### src/rtl/cfg_guard_pkg.sv
package cfg_guard_pkg;
   localparam logic [1:0] REG_UNLOCK = 2'd0;
   localparam logic [1:0] REG_TMO    = 2'd1;
   localparam logic [1:0] REG_STATUS = 2'd2;

   localparam logic [1:0] HW_MAGIC = 2'd0;
   localparam logic [1:0] HW_SIZE  = 2'd1;
   localparam logic [1:0] HW_CHECK = 2'd2;

   typedef enum logic [2:0] {
      CG_SCAN,
      CG_WAIT,
      CG_ARMED,
      CG_FREE,
      CG_SAFE
   } cg_state_e;

   typedef enum logic [1:0] {
      SC_ISSUE,
      SC_WAIT,
      SC_IDLE
   } sc_state_e;
endpackage

### src/rtl/cfg_hdr_scan.sv
module cfg_hdr_scan
   import cfg_guard_pkg::*;
#(
   parameter int unsigned NUM_SLOTS    = 4,
   parameter int unsigned SLOT_W       = 3,
   parameter int unsigned FLASH_AW     = 8,
   parameter int unsigned SLOT_SHIFT   = 4,
   parameter logic [31:0] MAGIC        = 32'hB17C_F00D,
   parameter logic [31:0] CHK_SEED     = 32'h3C3C_C3C3,
   parameter bit          SCAN_DESCEND = 1'b0
) (
   input  logic                clk,
   input  logic                rst_n,
   output logic                flash_rd,
   output logic [FLASH_AW-1:0] flash_addr,
   input  logic                flash_rvalid,
   input  logic [31:0]         flash_rdata,
   output logic                scan_done,
   output logic                scan_found,
   output logic [SLOT_W-1:0]   scan_slot
);
   localparam logic [SLOT_W-1:0] FIRST = SCAN_DESCEND ? SLOT_W'(NUM_SLOTS - 1) : '0;

   sc_state_e         st_q;
   logic [SLOT_W-1:0] slot_q;
   logic [SLOT_W-1:0] next_slot;
   logic              last_slot;
   logic [1:0]        word_q;
   logic [31:0]       size_q;
   logic              hdr_bad;
   logic              hdr_good;

   generate
      if (SCAN_DESCEND) begin : g_desc
         assign next_slot = slot_q - SLOT_W'(1);
         assign last_slot = (slot_q == '0);
      end else begin : g_asc
         assign next_slot = slot_q + SLOT_W'(1);
         assign last_slot = (slot_q == SLOT_W'(NUM_SLOTS - 1));
      end
   endgenerate

   assign flash_rd   = (st_q == SC_ISSUE);
   assign flash_addr = (FLASH_AW'(slot_q) << SLOT_SHIFT) | FLASH_AW'(word_q);

   always_comb begin
      hdr_bad  = 1'b0;
      hdr_good = 1'b0;
      if (word_q == HW_MAGIC && flash_rdata != MAGIC) hdr_bad = 1'b1;
      if (word_q == HW_CHECK) begin
         if (flash_rdata == (size_q ^ CHK_SEED)) hdr_good = 1'b1;
         else                                    hdr_bad  = 1'b1;
      end
   end

   always_ff @(posedge clk or negedge rst_n) begin
      if (!rst_n) begin
         st_q       <= SC_ISSUE;
         slot_q     <= FIRST;
         word_q     <= HW_MAGIC;
         size_q     <= '0;
         scan_done  <= 1'b0;
         scan_found <= 1'b0;
         scan_slot  <= '0;
      end else begin
         scan_done <= 1'b0;
         case (st_q)
            SC_ISSUE: st_q <= SC_WAIT;
            SC_WAIT: if (flash_rvalid) begin
               if (hdr_bad) begin
                  if (last_slot) begin
                     st_q       <= SC_IDLE;
                     scan_done  <= 1'b1;
                     scan_found <= 1'b0;
                  end else begin
                     slot_q <= next_slot;
                     word_q <= HW_MAGIC;
                     st_q   <= SC_ISSUE;
                  end
               end else if (hdr_good) begin
                  st_q       <= SC_IDLE;
                  scan_done  <= 1'b1;
                  scan_found <= 1'b1;
                  scan_slot  <= slot_q;
               end else begin
                  if (word_q == HW_SIZE) size_q <= flash_rdata;
                  word_q <= word_q + 2'd1;
                  st_q   <= SC_ISSUE;
               end
            end
            default: ;
         endcase
      end
   end

   AST_ONE_READ: assert property (@(posedge clk) disable iff (!rst_n) flash_rd |=> !flash_rd);
   AST_IDLE_QUIET: assert property (@(posedge clk) disable iff (!rst_n) (st_q == SC_IDLE) |=> !flash_rd && !scan_done);
endmodule

### src/rtl/cfg_wdog.sv
module cfg_wdog #(
   parameter int unsigned TMO_W = 16
) (
   input  logic             clk,
   input  logic             rst_n,
   input  logic             arm,
   input  logic [TMO_W-1:0] tmo,
   output logic             expire
);
   logic [TMO_W-1:0] cnt_q;

   assign expire = arm && (({1'b0, cnt_q} + (TMO_W + 1)'(1)) >= {1'b0, tmo});

   always_ff @(posedge clk or negedge rst_n) begin
      if (!rst_n)       cnt_q <= '0;
      else if (!arm)    cnt_q <= '0;
      else if (!expire) cnt_q <= cnt_q + TMO_W'(1);
   end

   AST_WD_LEAVES: assert property (@(posedge clk) disable iff (!rst_n) expire |=> !arm);
endmodule

### src/rtl/cfg_unlock_seq.sv
module cfg_unlock_seq #(
   parameter int unsigned          NKEYS = 3,
   parameter logic [NKEYS*32-1:0]  KEYS  = {32'h0F1E_2D3C, 32'hA5A5_8765, 32'h5A5A_1234}
) (
   input  logic        clk,
   input  logic        rst_n,
   input  logic        en,
   input  logic        wr,
   input  logic [31:0] wdata,
   output logic        unlocked
);
   localparam int unsigned IDX_W = (NKEYS > 1) ? $clog2(NKEYS) : 1;

   logic [IDX_W-1:0] idx_q;
   logic [31:0]      want;
   logic             hit;
   logic             at_last;

   assign want     = KEYS[int'(idx_q)*32 +: 32];
   assign hit      = en && wr && (wdata == want);
   assign at_last  = (idx_q == IDX_W'(NKEYS - 1));
   assign unlocked = hit && at_last;

   always_ff @(posedge clk or negedge rst_n) begin
      if (!rst_n)   idx_q <= '0;
      else if (!en) idx_q <= '0;
      else if (wr)  idx_q <= (hit && !at_last) ? idx_q + IDX_W'(1) : '0;
   end

   AST_IDX_RANGE: assert property (@(posedge clk) disable iff (!rst_n) int'(idx_q) < NKEYS);
   AST_UNLOCK_EXIT: assert property (@(posedge clk) disable iff (!rst_n) unlocked |=> !en);
endmodule

### src/rtl/cfg_guard_ctrl.sv
module cfg_guard_ctrl
   import cfg_guard_pkg::*;
#(
   parameter int unsigned         NUM_SLOTS    = 4,
   parameter int unsigned         FLASH_AW     = 8,
   parameter int unsigned         SLOT_SHIFT   = 4,
   parameter int unsigned         TMO_W        = 16,
   parameter logic [TMO_W-1:0]    DEF_TMO      = TMO_W'(1000),
   parameter logic [31:0]         MAGIC        = 32'hB17C_F00D,
   parameter logic [31:0]         CHK_SEED     = 32'h3C3C_C3C3,
   parameter int unsigned         NKEYS        = 3,
   parameter logic [NKEYS*32-1:0] KEYS         = {32'h0F1E_2D3C, 32'hA5A5_8765, 32'h5A5A_1234},
   parameter bit                  SCAN_DESCEND = 1'b0,
   localparam int unsigned        SLOT_W       = $clog2(NUM_SLOTS + 1)
) (
   input  logic                clk,
   input  logic                rst_n,
   input  logic                host_wr,
   input  logic [1:0]          host_addr,
   input  logic [31:0]         host_wdata,
   output logic [31:0]         host_rdata,
   output logic                flash_rd,
   output logic [FLASH_AW-1:0] flash_addr,
   input  logic                flash_rvalid,
   input  logic [31:0]         flash_rdata,
   output logic                cfg_start,
   output logic [SLOT_W-1:0]   cfg_slot,
   input  logic                cfg_done
);
   localparam logic [SLOT_W-1:0] FALLBACK = SLOT_W'(NUM_SLOTS);

   generate
      if (NUM_SLOTS < 1 || NUM_SLOTS > 255) begin : g_bad_slots
         $error("NUM_SLOTS must be 1..255");
      end
      if (SLOT_SHIFT < 2) begin : g_bad_shift
         $error("SLOT_SHIFT must leave room for three header words");
      end
      if (FLASH_AW < SLOT_SHIFT + $clog2(NUM_SLOTS)) begin : g_bad_aw
         $error("FLASH_AW too narrow for the slot array");
      end
      if (TMO_W < 2 || TMO_W > 32) begin : g_bad_tmo_w
         $error("TMO_W must be 2..32");
      end
      if (DEF_TMO == '0) begin : g_bad_def
         $error("DEF_TMO must be nonzero");
      end
      if (NKEYS < 2) begin : g_bad_keys
         $error("NKEYS must be at least 2");
      end
   endgenerate

   cg_state_e         state_q;
   logic [TMO_W-1:0]  tmo_q;
   logic              sticky_q;
   logic              wd_arm;
   logic              expire;
   logic              unlocked;
   logic              scan_done;
   logic              scan_found;
   logic [SLOT_W-1:0] scan_slot;

   assign wd_arm = (state_q == CG_ARMED);

   cfg_hdr_scan #(
      .NUM_SLOTS(NUM_SLOTS), .SLOT_W(SLOT_W), .FLASH_AW(FLASH_AW), .SLOT_SHIFT(SLOT_SHIFT),
      .MAGIC(MAGIC), .CHK_SEED(CHK_SEED), .SCAN_DESCEND(SCAN_DESCEND)
   ) u_scan (
      .clk(clk), .rst_n(rst_n), .flash_rd(flash_rd), .flash_addr(flash_addr),
      .flash_rvalid(flash_rvalid), .flash_rdata(flash_rdata),
      .scan_done(scan_done), .scan_found(scan_found), .scan_slot(scan_slot)
   );

   cfg_wdog #(.TMO_W(TMO_W)) u_wdog (
      .clk(clk), .rst_n(rst_n), .arm(wd_arm), .tmo(tmo_q), .expire(expire)
   );

   cfg_unlock_seq #(.NKEYS(NKEYS), .KEYS(KEYS)) u_unlock (
      .clk(clk), .rst_n(rst_n), .en(wd_arm),
      .wr(host_wr && host_addr == REG_UNLOCK), .wdata(host_wdata), .unlocked(unlocked)
   );

   always_ff @(posedge clk or negedge rst_n) begin
      if (!rst_n) begin
         state_q   <= CG_SCAN;
         cfg_slot  <= FALLBACK;
         cfg_start <= 1'b0;
         tmo_q     <= DEF_TMO;
         sticky_q  <= 1'b0;
      end else begin
         cfg_start <= 1'b0;
         if (host_wr && host_addr == REG_TMO && host_wdata[TMO_W-1:0] != '0)
            tmo_q <= host_wdata[TMO_W-1:0];
         case (state_q)
            CG_SCAN: if (scan_done) begin
               cfg_slot  <= scan_found ? scan_slot : FALLBACK;
               cfg_start <= 1'b1;
               state_q   <= CG_WAIT;
            end
            CG_WAIT: if (cfg_done) state_q <= (cfg_slot == FALLBACK) ? CG_SAFE : CG_ARMED;
            CG_ARMED: begin
               if (unlocked) begin
                  state_q <= CG_FREE;
               end else if (expire) begin
                  cfg_slot  <= FALLBACK;
                  cfg_start <= 1'b1;
                  sticky_q  <= 1'b1;
                  state_q   <= CG_WAIT;
               end
            end
            default: ;
         endcase
      end
   end

   always_comb begin
      case (host_addr)
         REG_TMO:    host_rdata = 32'(tmo_q);
         REG_STATUS: host_rdata = 32'({sticky_q, wd_arm, 8'(cfg_slot)});
         default:    host_rdata = '0;
      endcase
   end

   AST_START_PULSE: assert property (@(posedge clk) disable iff (!rst_n) cfg_start |=> !cfg_start);
   AST_USER_ARMS: assert property (@(posedge clk) disable iff (!rst_n)
      (state_q == CG_WAIT && cfg_done && cfg_slot != FALLBACK) |=> wd_arm);
   AST_EXPIRE_RELOAD: assert property (@(posedge clk) disable iff (!rst_n)
      (wd_arm && expire && !unlocked) |=> cfg_start && cfg_slot == FALLBACK);
   AST_UNLOCK_WINS: assert property (@(posedge clk) disable iff (!rst_n)
      (wd_arm && unlocked) |=> state_q == CG_FREE && !cfg_start);
   AST_STICKY_HOLD: assert property (@(posedge clk) disable iff (!rst_n) sticky_q |=> sticky_q);
   AST_SAFE_STAYS: assert property (@(posedge clk) disable iff (!rst_n)
      (state_q == CG_SAFE) |=> state_q == CG_SAFE && !cfg_start);
endmodule

### config.mk
export PLATFORM = sky130hd
export DESIGN_NAME = cfg_guard_ctrl
export DESIGN_NICKNAME = d
export VERILOG_FILES = /design/src/rtl/cfg_guard_pkg.sv /design/src/rtl/cfg_hdr_scan.sv /design/src/rtl/cfg_wdog.sv /design/src/rtl/cfg_unlock_seq.sv /design/src/rtl/cfg_guard_ctrl.sv
export SDC_FILE = /design/constraint.sdc
export NUM_CORES = 1
export LEC_CHECK = 0
export ABC_AREA = 1
export BUFFER_PORTS_ARGS = -buffer_cell sky130_fd_sc_hd__buf_2
export CAP_MARGIN = 5
export CORE_ASPECT_RATIO = 0.6
export CORE_MARGIN = 1.5
export CORE_UTILIZATION = 52
export CTS_BUF_LIST = sky130_fd_sc_hd__clkbuf_2 sky130_fd_sc_hd__clkbuf_4 sky130_fd_sc_hd__clkbuf_8
export DETAILED_ROUTE_END_ITERATION = 8
export PLACE_DENSITY_LB_ADDON = 0.1
export SLEW_MARGIN = 25
export SYNTH_ARGS = -nofsm -noshare
export SYNTH_HDL_FRONTEND = slang
export SYNTH_HIERARCHICAL = 1
export SYNTH_SLANG_ARGS = --single-unit
export TNS_END_PERCENT = 20
### constraint.sdc
create_clock -name clk -period 4.4 [get_ports clk]
set_clock_uncertainty 0.15 [all_clocks]
set_input_delay 0.22 -clock clk [delete_from_list [all_inputs] [get_ports clk]]
set_output_delay 0.22 -clock clk [all_outputs]
set_load 0.03 [all_outputs]
==> out/qor.tcl <==
set qor(run_status) {finished clean}
set qor(final.hold.worst_slack_ns) 0.0205
set qor(yosys_register_bits) 86
set qor(cts.path.max_buffers) 2
set qor(ctsRootBufferMaster) {sky130_fd_sc_hd__clkbuf_8}
set qor(sw_frac_of_total_pct) 29.5
set qor(post-dp-hpwl_mm) 11.4
set qor(synthesis.area_sq_um) 6300
set qor(synthDominantCellAreaShare_pct) 31.4
set qor(power_per_cell_area_nw_per_um2) 230
set qor(clk-insertion-delay-late_ns) 0.36
set qor(timing.final.hold_violations) 0
set qor(path_cells) {ha_1 > nand2_2 > nor2_4 > nand3_1 > xnor2_1 > ha_1 > nand2_1 > nor3_1 > inv_1 > nor2_2 > nand2_8 > a21boi_0 > inv_1 > nand4_1 > nand2_1 > nor2_2 > nand2_1 > nand2_1}
set qor(worst_pin_slew_ns) 0.898
set qor(antenna_found_initial) 0
set qor(core-area_sq_um) 11600
set qor(area_growth_syn_to_layout_pct) 17.5
set qor(first_pass_iters) 5
set qor(topRoutingLayerUsed) {met4}
set qor(max-vdd-ir-drop_uv) 117
set qor(cts.htree.levels) 3
set qor(worstPathArrival_ns) 3.67
set qor(io-pin-count) 116
set qor(postSynthCellCount) 887
set qor(dieHeight_um) 88.3
set qor(setup_viol) 0
set qor(tritoncts) {yes}
set qor(p_sw_uw) 502
set qor(postCtsSetupBuffers) 0
set qor(detailroute.wirelength.met3_mm) 1.16
set qor(drc) 0
set qor(worst_path_max_delay_cell) {sky130_fd_sc_hd__dfrtp_1}
set qor(gr-total-overflow) 0
set qor(timing.final.crit_period_ns) 3.52
set qor(post_route_cells_drive_above_1_share_pct) 17.9
set qor(insertedDiodeCount) 0
set qor(whs_path_depth) 3
set qor(power.leakage_uw) 0.00400
set qor(crit_type) {flop to flop}
set qor(critical-path-max-stage-delay_ns) 0.45
set qor(timing_max_transition_violations_final) 0
set qor(synth.area.top_cells) {sky130_fd_sc_hd__dfrtp_1, sky130_fd_sc_hd__nand2_1, sky130_fd_sc_hd__inv_1}
set qor(grt_pass1_vias) 4985
set qor(power.share.sequential_pct) 49.9
set qor(synth-warning-count) 6
set qor(avgViaCountPerCell) 4.76
set qor(total_global_routing_track_utilization_pct) 25.3
set qor(cp_common_cell) {sky130_fd_sc_hd__nand2_1}
set qor(critical_path.endpoint_type) {flop}
set qor(x_dimension_of_the_die_um) 145
set qor(yosys.area.top_type) {sky130_fd_sc_hd__dfrtp_1}
set qor(internal-power_uw) 1200
set qor(first_pass_grt_wire_length_mm) 25.3
set qor(start_kind) {flop}
set qor(grt_setup_unrepaired) {no}
set qor(hp-start) {host_wdata[4]}
set qor(clkSlewWorstSetupHoldPaths_ns) 0.09
set qor(clock_sink_count) 86
set qor(share_comb_of_total_power_pct) 17.1
set qor(globalplace.congestion) 0.902
set qor(synth_flop_cell) {sky130_fd_sc_hd__dfrtp_1}
set qor(crit_path_start) {u_wdog/cnt_q[0]}
set qor(die_area_sq_um) 12800
set qor(core.rowCount) 30
set qor(io_buffers) 96
set qor(synth-edff-count) 0
set qor(worstRegToRegCells) 18
set qor(required_ns) 4.55
set qor(fmaxAchievable_mhz) 284
set qor(avgSynthCellArea_sq_um) 7.10
set qor(synthMostInstantiatedCell) {sky130_fd_sc_hd__nand2_1}
set qor(detailroute.via_count) 5643
set qor(max_cap_violations) 0
set qor(routed_wirelength_mm) 15.2
set qor(timing.max_slew.rel_slack_pct) 40.0
set qor(initial_utilization_pct) 54.5
set qor(setup_total_negative_slack_ns) 0
set qor(instances_no_fill) 1186
set qor(synth.yosys.seq_area_share_pct) 34.3
set qor(synthTopCellsByCount) {sky130_fd_sc_hd__nand2_1, sky130_fd_sc_hd__inv_1, sky130_fd_sc_hd__nor2_1}
set qor(power.clock.fraction_pct) 33.0
set qor(cp_max_fo) 18
set qor(route.layer.met1.wl_mm) 8.51
set qor(numCtsBuffers) 9
set qor(yosys.cell_types.count) 40
set qor(worst_r2r_startpoint) {u_wdog/cnt_q[0]}
set qor(timing.final.crit_share_pct) 79.9
set qor(average_routed_wire_per_standard_cell_um) 12.8
set qor(detail-route-antenna-nets) 0
set qor(met2WireLength_mm) 5.46
set qor(drt_iter0_markers) 428
set qor(place_inst) 1124
set qor(nNetsFinal) 1121
set qor(ys_async_sr_fraction_pct) 100
set qor(holdCritPathClass) {input port to flop}
set qor(largest_net_degree_at_the_start_of_global_routing) 65
-- flip-flops by register name (all words and copies together), names as in the netlist, 2 cells and up --
signal,cells
state_q,3
u_scan/scan_slot,3
u_scan/st_q,2
u_unlock/idx_q,2
u_scan/slot_q,3
tmo_q,16
u_scan/word_q,2
cfg_slot,3
u_wdog/cnt_q,16
u_scan/size_q,32
-- cells by family (layout without fill, tap and decap cells) --
| kind of cell | after synthesis | count (layout) | share of synthesized area [%] |
|---|---|---|---|
| AOI/OAI and AO/OA | 64 | 64 | 5.82 |
| DFF | 86 | 86 | 34.3 |
| other | 2 | 19 | 0.119 |
| xor gates and xnor gates | 28 | 28 | 3.89 |
| adders and majority gates | 29 | 29 | 5.76 |
| and+or+nand+nor | 505 | 505 | 37.0 |
| buffers and inverters | 173 | 295 | 13.1 |
-- worst max-delay path, delay by kind of cell, from the launching register on --
| family | cells | cell delay (ns) |
|---|---|---|
| AND/OR/NAND/NOR | 12 | 1.56 |
| adder cells (fa/ha/maj) | 2 | 0.54 |
| flip-flops | 1 | 0.45 |
| AO/OA/AOI/OAI | 1 | 0.41 |
| XOR/XNOR | 1 | 0.17 |
| buffers and inverters | 2 | 0.17 |
-- path summary, 6_finish.rpt --
kind	end	slack [ns]
worst min register to register	sticky_q	0.33
min in group asynchronous	u_scan/size_q[19]	0.27
worst max register to register	state_q[1]	0.88
worst max-delay path	state_q[1]	0.88
max in group asynchronous	tmo_q[8]	2.89
worst min-delay path	tmo_q[4]	0.02
-- per-layer routing --
metal / vias up / track usage (%)
met1: 2479 / 41.5
met3: 9 / 4.69
li1: 2967 / -
met2: 188 / 33.7
met4: 0 / 4.82
met5: - / 0
-- layout by cell type, fill, tap and decap left out, types with 3 or more instances in the layout --
cell / count
sky130_fd_sc_hd__nand3_1: 51
sky130_fd_sc_hd__inv_1: 127
sky130_fd_sc_hd__dfrtp_1: 79
sky130_fd_sc_hd__xor2_1: 8
sky130_fd_sc_hd__o21bai_1: 4
sky130_fd_sc_hd__xnor2_1: 20
sky130_fd_sc_hd__a21oi_1: 11
sky130_fd_sc_hd__dfstp_2: 7
sky130_fd_sc_hd__nand2_4: 3
sky130_fd_sc_hd__nand3b_1: 5
sky130_fd_sc_hd__nor3_1: 4
sky130_fd_sc_hd__dlygate4sd3_1: 46
sky130_fd_sc_hd__clkbuf_8: 9
sky130_fd_sc_hd__ha_1: 29
sky130_fd_sc_hd__conb_1: 19
sky130_fd_sc_hd__nand4_1: 21
sky130_fd_sc_hd__nand2_2: 14
sky130_fd_sc_hd__nor2_2: 8
sky130_fd_sc_hd__nand2_8: 3
sky130_fd_sc_hd__buf_4: 4
sky130_fd_sc_hd__nand3_2: 9
sky130_fd_sc_hd__nor2_1: 80
sky130_fd_sc_hd__o21ai_2: 7
sky130_fd_sc_hd__buf_2: 95
sky130_fd_sc_hd__o21ai_0: 6
sky130_fd_sc_hd__nand2_1: 295
sky130_fd_sc_hd__inv_2: 7
sky130_fd_sc_hd__nor2_4: 8
sky130_fd_sc_hd__o21ai_1: 32
-- layout make-up --
cell class                 count  area, sq um
clock buffer                   9          124
sequential                    86         2160
fill                        1074         4160
timing repair buffer         145          966
clock inverter                 7         72.6
inverter                     134          503
tap                          160          200
multi-input combinational    645         3370
-- metrics by stage --
step | cell area, sq um | utilization [%] | setup slack [ns] | total power [uW]
final | 7400 | 64.0 | 0.883 | 1700
after global placement | 6740 | 58.3 | 1.02 | 1120
after detailed placement | 6740 | 58.3 | 0.916 | 1120
after global routing | 7400 | 64.0 | 0.508 | 1790
after CTS | 7400 | 64.0 | 0.891 | 1720
after floorplan | 6360 | - | 1.34 | 1030
-- power by group through the flow --
stage / clock network (uW) / logic [uW] / registers [uW]
2_1_floorplan: 0 / 174 / 852
3_3_place_gp: 0 / 258 / 862
3_5_place_dp: 0 / 258 / 862
4_1_cts: 577 / 291 / 846
5_1_grt: 614 / 329 / 851
6_report: 560 / 291 / 847
-- timing repair --
item / 4_1_cts / 5_1_grt
hold buffers: 46 / 0
resized for setup: 0 / 0
hold endpoints to repair: 95 / 0
setup endpoints to repair: 0 / 0
No activity file was read; power rests on OpenSTA's default activity.
